## config.mk

```make
export PLATFORM = sky130hd
export DESIGN_NAME = stby_ctrl
export DESIGN_NICKNAME = d
export VERILOG_FILES = /design/src/rtl/stby_pkg.sv /design/src/rtl/stby_prescaler.sv /design/src/rtl/stby_tap_gate.sv /design/src/rtl/stby_interval_timer.sv /design/src/rtl/stby_mode_fsm.sv /design/src/rtl/stby_ctrl.sv
export SDC_FILE = /design/constraint.sdc
export NUM_CORES = 1
export LEC_CHECK = 0
export ABC_AREA = 1
export ABC_CLOCK_PERIOD_IN_PS = 2200
export BUFFER_PORTS_ARGS = -buffer_cell sky130_fd_sc_hd__buf_2
export CAP_MARGIN = 20
export CORE_UTILIZATION = 40
export CTS_BUF_LIST = sky130_fd_sc_hd__clkbuf_16
export DETAILED_ROUTE_END_ITERATION = 8
export GPL_TIMING_DRIVEN = 0
export HOLD_SLACK_MARGIN = 0.06
export PLACE_DENSITY = 0.67
export SETUP_SLACK_MARGIN = 0.05
export SKIP_LAST_GASP = 1
export SLEW_MARGIN = 0
export SYNTH_ARGS = -nofsm -noshare
export SYNTH_HDL_FRONTEND = slang
export SYNTH_SLANG_ARGS = --single-unit
```

## constraint.sdc

```tcl
create_clock -name clk -period 2.2 [get_ports clk]
set_input_delay 0.44 -clock clk [delete_from_list [all_inputs] [get_ports clk]]
set_output_delay 0.44 -clock clk [all_outputs]
set_load 0.005 [all_outputs]
```

## src/rtl/stby_pkg.sv

```systemverilog
package stby_pkg;

   typedef enum logic [1:0] {
      MODE_RUN   = 2'd0,
      MODE_SLEEP = 2'd1,
      MODE_STOP  = 2'd2,
      MODE_STAB  = 2'd3
   } stby_mode_e;

endpackage

```

## src/rtl/stby_prescaler.sv

```systemverilog
// Free-running prescaler with one tick output per tap.
module stby_prescaler #(
   parameter int NTAP = 10
) (
   input  logic            clk,
   input  logic            rst_n,
   input  logic            run,
   output logic [NTAP-1:0] raw_tick
);

   logic [NTAP-1:0] cnt;

   always_ff @(posedge clk or negedge rst_n) begin
      if (!rst_n)
         cnt <= '0;
      else if (run)
         cnt <= cnt + 1'b1;
   end

   for (genvar k = 1; k <= NTAP; k++) begin : g_tap
      assign raw_tick[k-1] = run & (&cnt[k-1:0]);
      if (k >= 2) begin : g_nest
         AST_TAP_NESTED: assert property (@(posedge clk) disable iff (!rst_n)
            raw_tick[k-1] |-> raw_tick[k-2]);
      end
   end

endmodule

```

## src/rtl/stby_tap_gate.sv

```systemverilog
// Gating of peripheral taps in sleep and selection of the timer input.
module stby_tap_gate #(
   parameter int NTAP  = 10,
   parameter int SEL_W = 3
) (
   input  logic             clk,
   input  logic             rst_n,
   input  logic [NTAP-1:0]  raw_tick,
   input  logic             sleeping,
   input  logic             pen,
   input  logic [SEL_W-1:0] sel,
   output logic [NTAP-1:0]  ptap_tick,
   output logic             tmr_tick
);

   localparam int IDX_W    = $clog2(NTAP);
   localparam int SEL_BASE = NTAP - (1 << SEL_W);

   logic             hold_off;
   logic             top_sel;
   logic [IDX_W-1:0] sel_idx;

   assign hold_off = sleeping & ~pen;
   assign top_sel  = &sel;

   for (genvar k = 0; k < NTAP; k++) begin : g_gate
      if (k == NTAP - 1) begin : g_free
         assign ptap_tick[k] = raw_tick[k];
      end else begin : g_gated
         assign ptap_tick[k] = raw_tick[k] & ~hold_off;
      end
   end

   always_comb begin
      sel_idx  = IDX_W'(SEL_BASE) + IDX_W'(sel);
      tmr_tick = raw_tick[sel_idx] & (top_sel | ~sleeping);
   end

   AST_SLEEP_GATED: assert property (@(posedge clk) disable iff (!rst_n)
      (sleeping && !pen) |-> (ptap_tick[NTAP-2:0] == '0));
   AST_TOP_FREE: assert property (@(posedge clk) disable iff (!rst_n)
      (sleeping && raw_tick[NTAP-1]) |-> ptap_tick[NTAP-1]);
   AST_TMR_STARVED: assert property (@(posedge clk) disable iff (!rst_n)
      (sleeping && !top_sel) |-> !tmr_tick);

endmodule

```

## src/rtl/stby_interval_timer.sv

```systemverilog
// Basic interval timer: counts input ticks and flags the wrap.
module stby_interval_timer #(
   parameter int TMR_W = 8
) (
   input  logic clk,
   input  logic rst_n,
   input  logic tick,
   output logic ovf
);

   logic [TMR_W-1:0] cnt;

   always_ff @(posedge clk or negedge rst_n) begin
      if (!rst_n)
         cnt <= '0;
      else if (tick)
         cnt <= cnt + 1'b1;
   end

   assign ovf = tick & (&cnt);

   AST_OVF_WRAPS: assert property (@(posedge clk) disable iff (!rst_n)
      ovf |=> (cnt == '0));
   AST_IDLE_HOLDS: assert property (@(posedge clk) disable iff (!rst_n)
      !tick |=> $stable(cnt));

endmodule

```

## src/rtl/stby_mode_fsm.sv

```systemverilog
// Run / sleep / stop / stabilisation sequencing.
module stby_mode_fsm import stby_pkg::*; #(
   parameter int STAB_CNT = 256
) (
   input  logic       clk,
   input  logic       rst_n,
   input  logic       slp_req,
   input  logic       stop_req,
   input  logic       tmr_ovf,
   input  logic       ext_irq,
   output stby_mode_e mode,
   output logic       wake_pulse
);

   localparam int STW = (STAB_CNT > 2) ? $clog2(STAB_CNT) : 1;
   localparam logic [STW-1:0] STAB_LAST = STW'(STAB_CNT - 1);

   logic [STW-1:0] stab_cnt;

   always_ff @(posedge clk or negedge rst_n) begin
      if (!rst_n) begin
         mode       <= MODE_RUN;
         stab_cnt   <= '0;
         wake_pulse <= 1'b0;
      end else begin
         wake_pulse <= 1'b0;
         unique case (mode)
            MODE_RUN: begin
               if (stop_req)
                  mode <= MODE_STOP;
               else if (slp_req)
                  mode <= MODE_SLEEP;
            end
            MODE_SLEEP: begin
               if (tmr_ovf) begin
                  mode       <= MODE_RUN;
                  wake_pulse <= 1'b1;
               end
            end
            MODE_STOP: begin
               if (ext_irq) begin
                  mode     <= MODE_STAB;
                  stab_cnt <= '0;
               end
            end
            MODE_STAB: begin
               if (stab_cnt == STAB_LAST) begin
                  mode       <= MODE_RUN;
                  wake_pulse <= 1'b1;
               end else begin
                  stab_cnt <= stab_cnt + 1'b1;
               end
            end
            default: mode <= MODE_RUN;
         endcase
      end
   end

   AST_WAKE_SINGLE: assert property (@(posedge clk) disable iff (!rst_n)
      wake_pulse |=> !wake_pulse);
   AST_STOP_NEEDS_IRQ: assert property (@(posedge clk) disable iff (!rst_n)
      (mode == MODE_STOP && !ext_irq) |=> (mode == MODE_STOP));
   AST_STAB_EXIT: assert property (@(posedge clk) disable iff (!rst_n)
      (mode == MODE_STAB) |=> (mode == MODE_STAB || mode == MODE_RUN));
   AST_SLEEP_NO_STOP: assert property (@(posedge clk) disable iff (!rst_n)
      (mode == MODE_SLEEP && !tmr_ovf) |=> (mode == MODE_SLEEP));
   AST_STOP_WINS: assert property (@(posedge clk) disable iff (!rst_n)
      (mode == MODE_RUN && stop_req) |=> (mode == MODE_STOP));

endmodule

```

## src/rtl/stby_ctrl.sv

```systemverilog
// Standby and clock gating controller, top level.
module stby_ctrl import stby_pkg::*; #(
   parameter int              NTAP     = 10,
   parameter int              TMR_W    = 8,
   parameter int              STAB_CNT = 256,
   parameter int              ADDR_W   = 8,
   parameter int              SEL_W    = 3,
   parameter int              PEN_BIT  = 7,
   parameter logic [ADDR_W-1:0] SLP_ADDR = ADDR_W'(8'h30),
   parameter logic [ADDR_W-1:0] CLK_ADDR = ADDR_W'(8'h31),
   parameter logic [7:0]      CKR_RST  = 8'h37
) (
   input  logic              clk,
   input  logic              rst_n,
   input  logic              wr_en,
   input  logic [ADDR_W-1:0] wr_addr,
   input  logic [7:0]        wr_data,
   input  logic              stop_req,
   input  logic              ext_irq,
   output logic              cpu_clk_en,
   output logic              osc_en,
   output logic [NTAP-1:0]   ptap_tick,
   output logic              tmr_ovf,
   output logic              slp_flag,
   output logic              wake_pulse
);

   if (NTAP < (1 << SEL_W)) begin : g_bad_ntap
      $error("NTAP must cover every timer select value");
   end
   if (TMR_W < 2) begin : g_bad_tmr
      $error("TMR_W must be at least 2");
   end
   if (STAB_CNT < 2) begin : g_bad_stab
      $error("STAB_CNT must be at least 2");
   end
   if (PEN_BIT < SEL_W || PEN_BIT > 7) begin : g_bad_pen
      $error("PEN_BIT must lie above the select field inside the byte");
   end
   if (SLP_ADDR == CLK_ADDR) begin : g_bad_addr
      $error("register addresses must differ");
   end

   stby_mode_e      mode;
   logic [7:0]      ckr;
   logic            slp_req;
   logic            sleeping;
   logic            tmr_tick;
   logic [NTAP-1:0] raw_tick;

   assign slp_req  = wr_en && (wr_addr == SLP_ADDR) && wr_data[0];
   assign sleeping = (mode == MODE_SLEEP);

   always_ff @(posedge clk or negedge rst_n) begin
      if (!rst_n)
         ckr <= CKR_RST;
      else if (wr_en && (wr_addr == CLK_ADDR) && (mode != MODE_STOP))
         ckr <= wr_data;
   end

   stby_mode_fsm #(.STAB_CNT(STAB_CNT)) u_fsm (
      .clk        (clk),
      .rst_n      (rst_n),
      .slp_req    (slp_req),
      .stop_req   (stop_req),
      .tmr_ovf    (tmr_ovf),
      .ext_irq    (ext_irq),
      .mode       (mode),
      .wake_pulse (wake_pulse)
   );

   assign osc_en     = (mode != MODE_STOP);
   assign cpu_clk_en = (mode == MODE_RUN);
   assign slp_flag   = sleeping;

   stby_prescaler #(.NTAP(NTAP)) u_pre (
      .clk      (clk),
      .rst_n    (rst_n),
      .run      (osc_en),
      .raw_tick (raw_tick)
   );

   stby_tap_gate #(.NTAP(NTAP), .SEL_W(SEL_W)) u_gate (
      .clk       (clk),
      .rst_n     (rst_n),
      .raw_tick  (raw_tick),
      .sleeping  (sleeping),
      .pen       (ckr[PEN_BIT]),
      .sel       (ckr[SEL_W-1:0]),
      .ptap_tick (ptap_tick),
      .tmr_tick  (tmr_tick)
   );

   stby_interval_timer #(.TMR_W(TMR_W)) u_tmr (
      .clk   (clk),
      .rst_n (rst_n),
      .tick  (tmr_tick),
      .ovf   (tmr_ovf)
   );

   AST_SLEEP_OSC_ON: assert property (@(posedge clk) disable iff (!rst_n)
      slp_flag |-> (osc_en && !cpu_clk_en));
   AST_SLEEP_ENTRY: assert property (@(posedge clk) disable iff (!rst_n)
      (cpu_clk_en && !stop_req && slp_req) |=> slp_flag);
   AST_STOP_SILENT: assert property (@(posedge clk) disable iff (!rst_n)
      !osc_en |-> (ptap_tick == '0 && !tmr_ovf && !cpu_clk_en));
   AST_STOP_KEEPS_REG: assert property (@(posedge clk) disable iff (!rst_n)
      !osc_en |=> $stable(ckr));
   AST_FOREIGN_ADDR: assert property (@(posedge clk) disable iff (!rst_n)
      (wr_en && wr_addr != SLP_ADDR && wr_addr != CLK_ADDR) |=> $stable(ckr));
   AST_OVF_WAKES: assert property (@(posedge clk) disable iff (!rst_n)
      (slp_flag && tmr_ovf) |=> (cpu_clk_en && wake_pulse));

endmodule

```

==> metrics.md, run 1 <==
| Metric | Value |
|---|---|
| EDFF count, synth | 0 |
| Starting density of the core | 41.6% |
| Fill cells | 432 |
| Clock Pin Slew Worst Setup and Hold Paths | 50 ps |
| Die height | ~72 um |
| Via count | around 1700 |
| GPL Wtd Cong | 0.897 |
| Fin worst setup slack | -164 ps |
| Crit Path Category | flop to primary output |
| Max VDD drop | 0.426 mV |
| Synth area leader | dfrtp_1 |
| Sequential area share after synthesis | 42.5% |
| Reg2Reg Launch Point | u_pre.cnt[1] |
| FFs w/ async S/R, synth | 100% |
| Clk sinks | 33 |
| Synth cell types | 28 |
| Die width | just over 70 um |
| Tmin final | 2360 ps |
| Tot GR Track Use | between 15 and 20% |
| Startpoint types | flop |
| Synth area leaders | dfrtp_1 (38%), nand2_1 (11%), nor2_1 (5.6%), nand3_1 (4.9%), inv_1 (4.6%) |
| Core Region | ~4700 um2 |
| DRT Pass-1 Iters | 6 |
| WL final | 4310 um |
| Leak Pwr | about 1.2 nW |
| DIE AREA | between 5000 and 6000 um2 |
| CP Data Required Time | 1760 ps |
| CTS tree | done |
| Critical path's slowest cell | dfrtp_1 |
| CTS Buffer Depth | 2 |
| Fmax | roughly 420 MHz |
| Final Cell Area | 2530 um2 |
| Final hold violations | 0 |
| Initial antenna violation count | 0 |
| Hold WS | 229 ps |
| CP arrival | 1920 ps |
| # Max-Cap Violations | 0 |
| Layout cells sized above 1 | between 30% and 40% |
| Clk Latency, worst-skew pair | between 200 and 300 ps |
| Placed insts | 320 |
| Setup crit start | u_pre.cnt[1] |
| Num CTS Buffers | 5 |
| DRC violations left | 0 |
| Top FF cell, synth | dfrtp_1 |
| Relative slew margins | ~50% |
| Vias in the first global route | 1620 |
| Max Fanout on Critical Path | 3 |
| Area growth from synthesis to layout | 29.6% |
| Synth cell count leaders | nand2_1 (56), dfrtp_1 (30), nor2_1 (29) |
| Synth Warn # | 0 |
| Most frequent cell after synthesis | nand2_1 |
| Placement Cell Area | 2170 um2 |
| Syn_nets | 263 |
| Power per cell area | roughly 660 nW/um2 |
| Failing checks | negative setup slack |
| Synthesized area | 1950 um2 |
| Cells after Synth | 235 |
| Status | finished with violations |
| Vias per cell | approximately 5.2 |
| Finished Layout Cells | 338 |
| Routed WL per cell | 12.7 um |
| Period Utilization, post-route | 107% |
| Yosys top cell area share | 38.5% |
| Remaining antenna violation count | 0 |
| H-tree depth | 2 |
| Port bufs | 31 |
| TNS Setup | -164 ps |
| DP Wirelength | 2950 um |
| Class of the worst hold path | primary input to asynchronous set/reset pin |
| RSZ-0062 raised after global routing | true |
| GRT overflow | 0 |
| Cells along the critical path | ha_4, nand3_4, buf_6, inv_4, ha_4, nand2_4, nor2_2, nor2_1, nand3_2, nand3_2, nand2_4, nand3_4, inv_2, buf_6 |
| Ant. Diodes | 0 |
| Clock Skew | 4.64 ps |
| Root Driver | clkbuf_16 |
| Final setup violation count | 1 |
| Ports | 36 |
| Syn_area_per_cell | 8.30 um2 |
| DR iter-0 viols | 87 |
| Largest net degree at the start of global routing | 34 |
| Cell Rows | 25 |
| Final Max Tran Viols | 0 |
| CP peak stage delay | 410 ps |
| Critical Path End Type | primary output |
| First-pass GRT wire length | 7340 um |
| #FFs+latches synth | 33 |
| Worst slew pin tran | 751 ps |
| Layout Nets | 311 |
==> per-stage QoR <==
step	total power (W)	util [%]	setup WS, ps
6_report	0.00167	53.9	-164
5_1_grt	0.00174	53.9	-245
3_5_place_dp	0.000900	46.3	-289
3_3_place_gp	0.000893	46.3	-259
2_1_floorplan	0.000838	-	101
4_1_cts	0.00169	52.3	-287
==> final timing paths <==
| check | end | slack (ps) | cells past startpoint |
|---|---|---|---|
| max | tmr_ovf | -160 | 14 |
| max in group asynchronous | u_pre.cnt[4] | 1440 | 1 |
| max reg2reg | u_tmr.cnt[4] | 60 | 16 |
| min reg2reg | u_pre.cnt[9] | 480 | 1 |
| min | u_fsm.wake_pulse | 230 | 1 |
| min in group clk | ckr[1] | 390 | 2 |
==> worst max-delay path: cells and delay by family (launching register included) <==
family | cells | cell delay [ps]
AND/OR/NAND/NOR | 8 | 640
flip-flops | 1 | 410
buffers and inverters | 4 | 280
adder cells (fa/ha/maj) | 2 | 330
==> flip-flops by register name (all words and copies together) (netlist names) <==
signal and flops:
u_fsm.wake_pulse 1, u_tmr.cnt 8, u_pre.cnt 10, u_fsm.mode 2
ckr 4, u_fsm.stab_cnt 8
==> power breakdown <==
part / switching, W / internal (W) / total [W] / leakage [nW]
clock: 0.000248 / 0.000525 / 0.000773 / 0.0826
combinational: 0.0000928 / 0.0000831 / 0.000176 / 0.744
sequential: 0.0000619 / 0.000661 / 0.000723 / 0.391
total: 0.000403 / 0.00127 / 0.00167 / 1.22
==> cell families after synthesis <==
kind of cell	count (synthesis)	share of synthesized area, %
adder cells (fa/ha/maj)	7	4.49
buffers and inverters	28	5.77
multiplexers	4	2.31
flip-flops	33	42.5
XOR/XNOR	15	7.50
AND/OR/NAND/NOR	132	32.6
AO/OA/AOI/OAI	16	4.75
==> timing repair <==
item,CTS,global route
pin swaps,8,8
hold buffers,0,0
setup endpoints to repair,20,20
setup buffers,8,3
resized for setup,14,14
hold endpoints to repair,0,0
==> layer usage <==
layer	share of wire [%]	GRT usage, %
met5	0	0
met4	1.5	6.97
met3	3.6	5.34
met2	50	29.5
met1	45	23.4
==> cell usage in the layout (no fill, tap or decap), types with 5 or more instances in the layout <==
cell type / n
xor2_1: 7
buf_2: 30
nor2_4: 6
a21oi_1: 6
xnor2_1: 6
nand3_1: 18
nand2_1: 52
nand2_2: 5
dfrtp_1: 29
nor2_1: 26
buf_4: 8
inv_1: 23
nand4_1: 6
clkbuf_16: 5
==> cell type report <==
class	instances	area, um2	share of cell area [%]
Tap cell	54	67.6	2.67
Buffer	1	11.3	0.446
Clock buffer	5	125	4.95
Timing Repair Buffer	41	244	9.65
Sequential cell	33	831	32.9
Clock inverter	3	37.5	1.49
Inverter	27	104	4.11
Multi-Input combinational cell	174	1110	43.8
Note: power is estimated with default switching activity, not from simulation.
==> run 2: changes to the inputs <==
CORE_UTILIZATION = 30   (was 40)
GPL_TIMING_DRIVEN = default   (was 0)
PLACE_DENSITY = 0.54   (was 0.67)
==> metrics.md, run 2 (synthesis results as in run 1) <==
| Metric | Value |
|---|---|
| First-pass GRT wire length | 7030 um |
| Final core utilization | 38.8% |
| DRT Pass-1 Iters | 4 |
| Tot GR Track Use | 13.9% |
| Placed insts | 352 |
| GRT met2 Usage | 21.0% |
| Largest net degree at the start of global routing | 34 |
| Worst slew pin tran | 738 ps |
| Final hold violations | 0 |
| Vias per cell | 4.61 |
| Clk Latency, worst-skew pair | 280 ps |
| Routed WL per cell | 11.3 um |
| Leak Pwr | roughly 1.2 nW |
| Global routing's busiest layer | met2 |
| Core Region | 6310 um2 |
| Register with the most flip-flops | u_pre.cnt |
| RSZ-0062 raised after global routing | true |
| # Max-Cap Violations | 0 |
| Ant. Diodes | 0 |
| Period Utilization, post-route | 106% |
| CP Data Required Time | roughly 1800 ps |
| H-tree depth | 2 |
| Port bufs | 31 |
| Tmin final | 2330 ps |
| Cell Rows | 29 |
| TNS Setup | -130 ps |
| Commonest non-fill, non-tap cell in the layout | nand2_1 |
| Area growth from synthesis to layout | 25.6% |
| Class of the worst hold path | primary input to asynchronous set/reset pin |
| Clk sinks | 33 |
| Max VDD drop | 0.347 mV |
| Startpoint types | flop |
| Met1 GRT Util | 19.4% |
| Final Max Tran Viols | 0 |
| Setup crit start | u_pre.cnt[1] |
| Power per cell area | about 640 nW/um2 |
| Reg2Reg Launch Point | u_pre.cnt[1] |
| Largest registers | u_pre.cnt (10), u_fsm.stab_cnt (8), u_tmr.cnt (8) |
| Starting density of the core | 30.9% |
| Finished Layout Cells | 361 |
| Layout Nets | 311 |
| Critical Path End Type | primary output |
| Final setup violation count | 1 |
| Worst Reg-to-Reg Cells | 14 |
| GRT overflow | 0 |
| Clock Pin Slew Worst Setup and Hold Paths | 60 ps |
| Root Driver | clkbuf_16 |
| Fmax | 429 MHz |
| Post-CTS Hold Fix Bufs | 0 |
| Die height | 82.6 um |
| Remaining antenna violation count | 0 |
| GPL Wtd Cong | 0.818 |
| DP Wirelength | 3110 um |
| CP arrival | around 1900 ps |
| Commonest cells after routing, fill and taps aside | nand2_1 (56), buf_2 (31), dfrtp_1 (30), nor2_1 (28), inv_1 (24) |
| Max Fanout on Critical Path | 3 |
| Fin worst setup slack | -130 ps |
| DIE AREA | 6830 um2 |
| WL final | about 4000 um |
| Met3 Usage GRT | 2.42% |
| CTS tree | done |
| Via count | 1666 |
| Relative slew margins | 50.8% |
| Status | finished with violations |
| Vias in the first global route | 1495 |
| Clock Skew | between 5 and 6 ps |
| Ports | 36 |
| DR iter-0 viols | 62 |
| Num CTS Buffers | 5 |
| Layout cells sized above 1 | 28.2% |
| Failing checks | negative setup slack |
| Max reg flops | 10 |
| CTS Buffer Depth | 2 |
| Initial antenna violation count | 0 |
| DRC violations left | 0 |
| Die width | a little over 80 um |
| Crit Path Category | flop to primary output |
run 2: cell count changes in the layout (fill, tap and decap cells not counted), moves of 2 or more:
| cell | previous run | this run |
|---|---|---|
| buf_6 | 4 | 0 |
| nand2_2 | 5 | 2 |
| clkinv_2 | 0 | 2 |
| nor2_1 | 26 | 28 |
| nand2_1 | 52 | 56 |
| buf_4 | 8 | 11 |
| ha_1 | 4 | 6 |
run 2: per-stage QoR:
step | setup slack, ps | area (um2) | hold slack (ps) | total power, W
floorplan | 101 | 1950 | 144 | 0.000838
global placement | 50.7 | 2270 | 465 | 0.000898
detailed placement | 32.9 | 2270 | 466 | 0.000900
CTS | -247 | 2410 | 271 | 0.00159
global route | -299 | 2450 | 306 | 0.00164
finish | -130 | 2450 | 227 | 0.00156
run 2: metal layers:
layer,vias to the layer above,wire [um]
met3,5,150
met1,772,2090
li1,856,-
met2,33,1790
met4,0,65
met5,-,0
run 2: path summary, 6_finish.rpt:
path | end | slack (ps)
min in group clk | ckr[2] | 400
max reg2reg | u_tmr.cnt[3] | 240
max | tmr_ovf | -130
min reg2reg | u_pre.cnt[5] | 480
max in group asynchronous | u_fsm.mode[1] | 1500
min | u_pre.cnt[3] | 230
run 2: layout make-up:
| cell class | instances | area (um2) |
|---|---|---|
| fillers | 669 | 3860 |
| multi-input cells | 174 | 1040 |
| flip-flops and latches | 33 | 830 |
| repair buffers | 42 | 238 |
| clock buffers | 5 | 125 |
| inverters | 27 | 101 |
| well taps | 77 | 96.3 |
| clock inverters | 3 | 17.5 |
run 2: what timing repair did:
item	in CTS	in global routing
endpoints found under the setup margin	2	13
pin swaps	0	1
gates resized for setup	1	5
buffers inserted	0	1
run 2: worst max-delay path: stages, from the launching register on:
cell     delay, ps
dfrtp_1        400
ha_4           170
nand3_4         90
nor4_2         150
ha_1           190
nand2_1         70
a21oi_1        130
nand2_1        110
nand2_4         90
nand3_2         70
inv_1           60
buf_2          100
run 2: power breakdown:
part	switching, W	leakage, nW	total, W	internal [W]
combinational	0.0000879	0.744	0.000167	0.0000793
clock	0.000258	0.0696	0.000673	0.000414
sequential	0.0000602	0.392	0.000721	0.000661
==> run 3: changes to the inputs <==
ABC_AREA = default   (was 1)
PLACE_DENSITY = 0.5   (was 0.54)
==> metrics.md, run 3 <==
| Metric | Value |
|---|---|
| Status | finished with violations |
| Failing checks | negative setup slack |
| CTS tree | done |
| Syn_area_per_cell | 9.71 um2 |
| #FFs+latches synth | 33 |
| GPL Wtd Cong | 0.786 |
| Critical Path End Type | primary output |
| Fmax | 370 MHz |
| Clock Pin Slew Worst Setup and Hold Paths | 50 ps |
| Clk sinks | 33 |
| First-pass GRT wire length | 7110 um |
| Met1 GRT Util | approximately a fifth |
| Post-CTS Hold Fix Bufs | 0 |
| Max VDD drop | between 0.5 and 0.6 mV |
| Area growth from synthesis to layout | 40.7% |
| Vias per cell | approximately 4.7 |
| Fill cells | 610 |
| Synth Warn # | 0 |
| Die width | a little over 80 um |
| Met3 Usage GRT | 5.34% |
| Layout Nets | approximately 290 |
| CP Data Required Time | ~1800 ps |
| Synth area leaders | dfrtp_1 (40%), xnor2_1 (5.2%), nand2_1 (5.1%), ha_1 (4.7%), dfstp_2 (4.2%) |
| Num CTS Buffers | 5 |
| Clock Skew | 5.06 ps |
| Synth cell types | 43 |
| Reg2reg end | u_tmr.cnt[1] |
| Layout cells sized above 1 | 37.7% |
| # Max-Cap Violations | 0 |
| CP arrival | between 2000 and 2500 ps |
| Power per cell area | 1060 nW/um2 |
| RSZ-0062 raised after global routing | true |
| Largest net degree at the start of global routing | 34 |
| Final Max Tran Viols | 0 |
| Class of the worst hold path | primary input to asynchronous set/reset pin |
| Leak Pwr | 1.26 nW |
| Synth area leader | dfrtp_1 |
| Slack of the worst reg-to-reg path | -140 ps |
| Starting density of the core | 31.2% |
| Register with the most flip-flops | u_pre.cnt |
| Finished Layout Cells | 335 |
| CTS Buffer Depth | 2 |
| EDFF count, synth | 0 |
| Area of the multi-input gates | 1060 um2 |
| Commonest non-fill, non-tap cell in the layout | buf_2 |
| Tmin final | 2700 ps |
| Initial antenna violation count | 0 |
| Global routing's busiest layer | met2 |
| Max reg flops | 10 |
| Tot Pwr | 0.00277 W |
| Syn_nets | 219 |
| Storage element area | 830 um2 |
| Core Region | 5960 um2 |
| Sequential area share after synthesis | 44.7% |
| Die height | around 81 um |
| Final hold violations | 0 |
| Worst Reg-to-Reg Cells | 8 |
| Startpoint types | flop |
| H-tree depth | 2 |
| Clk Latency, worst-skew pair | approximately 280 ps |
| Tot GR Track Use | 14.7% |
| Largest registers | u_pre.cnt (10), u_fsm.stab_cnt (8), u_tmr.cnt (8) |
| Via count | 1591 |
| Max Fanout on Critical Path | 4 |
| GRT met2 Usage | 23.0% |
| Commonest cells after routing, fill and taps aside | buf_2 (31), dfrtp_1 (30), buf_4 (30), nand2_1 (22), nor2_1 (13) |
| Fin worst setup slack | -502 ps |
| Most frequent cell after synthesis | dfrtp_1 |
| DP Wirelength | 3110 um |
| Final setup violation count | 10 |
| Setup crit start | ckr[2] |
| Worst slew pin tran | 782 ps |
| Synthesized area | 1860 um2 |
| Cells after Synth | 191 |
| Port bufs | 31 |
| DRT Pass-1 Iters | 4 |
| DIE AREA | 6500 um2 |
| Cell Rows | 28 |
| Worst setup path endpoint | tmr_ovf |
| WL final | 4320 um |
| Remaining antenna violation count | 0 |
| Yosys top cell area share | 40.5% |
| Routed WL per cell | 12.9 um |
| DR iter-0 viols | 32 |
| Placed insts | 320 |
| DRC violations left | 0 |
| GRT overflow | 0 |
| Vias in the first global route | around 1500 |
| Worst slack at placement | -175 ps |
| Relative slew margins | 47.8% |
| Period Utilization, post-route | 123% |
| Synth cell count leaders | dfrtp_1 (30), nand2_1 (25), nor2_1 (14) |
| Reg2Reg Launch Point | ckr[2] |
| Ant. Diodes | 0 |
| Crit Path Category | flop to primary output |
| Top FF cell, synth | dfrtp_1 |
| Ports | 36 |
| Root Driver | clkbuf_16 |
| FFs w/ async S/R, synth | 100% |
run 3: cell types whose count changed after synthesis, moves of 4 or more:
cell	change
and3_1	+6
nor2b_1	+4
and2_1	+5
nand3_1	-8
nor2_4	-5
nand2_1	-31
nor2_1	-15
inv_1	-15
xnor2_1	+5
run 3: per-stage QoR:
stage | hold slack (ps) | setup TNS [ps] | utilization (%) | area, um2
finish | 245 | -990 | 43.8 | 2610
floorplan | 144 | -166 | - | 1880
global placement | 466 | -157 | 38.9 | 2310
CTS | 265 | -951 | 42.7 | 2540
detailed placement | 465 | -190 | 38.9 | 2310
global route | 304 | -1890 | 43.8 | 2610
run 3: worst max-delay path: stages (launching register included):
cell     delay (ps)
dfstp_2         580
ha_4            160
nor2_2           40
or4_4           520
o31ai_4         290
nor3b_4         260
buf_2           150
run 3: layout make-up:
cell class,instances,area share (%)
clock buffer,5,4.79
timing repair buffer,66,17.1
clock inverter,3,0.431
multi-input combinational,143,40.7
inverter,10,1.63
sequential,33,31.8
tap,75,3.60
run 3: cell families (layout without fill, tap and decap cells):
| family | after synthesis | in the layout | synth area share (%) |
|---|---|---|---|
| and+or+nand+nor | 85 | 85 | 24.4 |
| adders and majority gates | 7 | 7 | 4.72 |
| buffers and inverters | 15 | 84 | 3.37 |
| AOI/OAI and AO/OA | 28 | 28 | 11.1 |
| xor gates and xnor gates | 16 | 16 | 7.55 |
| muxes | 7 | 7 | 4.11 |
| DFF | 33 | 33 | 44.7 |
run 3: worst min path at each step:
stage,from,end,slack (ps)
4_1_cts,rst_n,u_pre.cnt[7],270
5_1_grt,rst_n,u_pre.cnt[7],300
3_3_place_gp,u_tmr.cnt[7],u_tmr.cnt[7],470
2_1_floorplan,rst_n,ckr[7],140
6_report,rst_n,u_pre.cnt[7],250
3_5_place_dp,u_tmr.cnt[7],u_tmr.cnt[7],470
run 3: what timing repair did:
item                                    4_1_cts  5_1_grt
gates cloned                                  0        0
buffers inserted                              6        4
pin swaps                                     4        7
endpoints found under the setup margin        3       18
gates resized for setup                       8       15
run 3: power by group:
group | internal [W] | switching, W
combinational | 0.000616 | 0.000583
clock | 0.000406 | 0.000239
sequential | 0.000768 | 0.000155
run 3: layer usage:
| metal | vias up | wire length (um) |
|---|---|---|
| met5 | - | 0 |
| met3 | 2 | 148 |
| met4 | 0 | 21 |
| met2 | 24 | 2020 |
| met1 | 753 | 2130 |
| li1 | 812 | - |
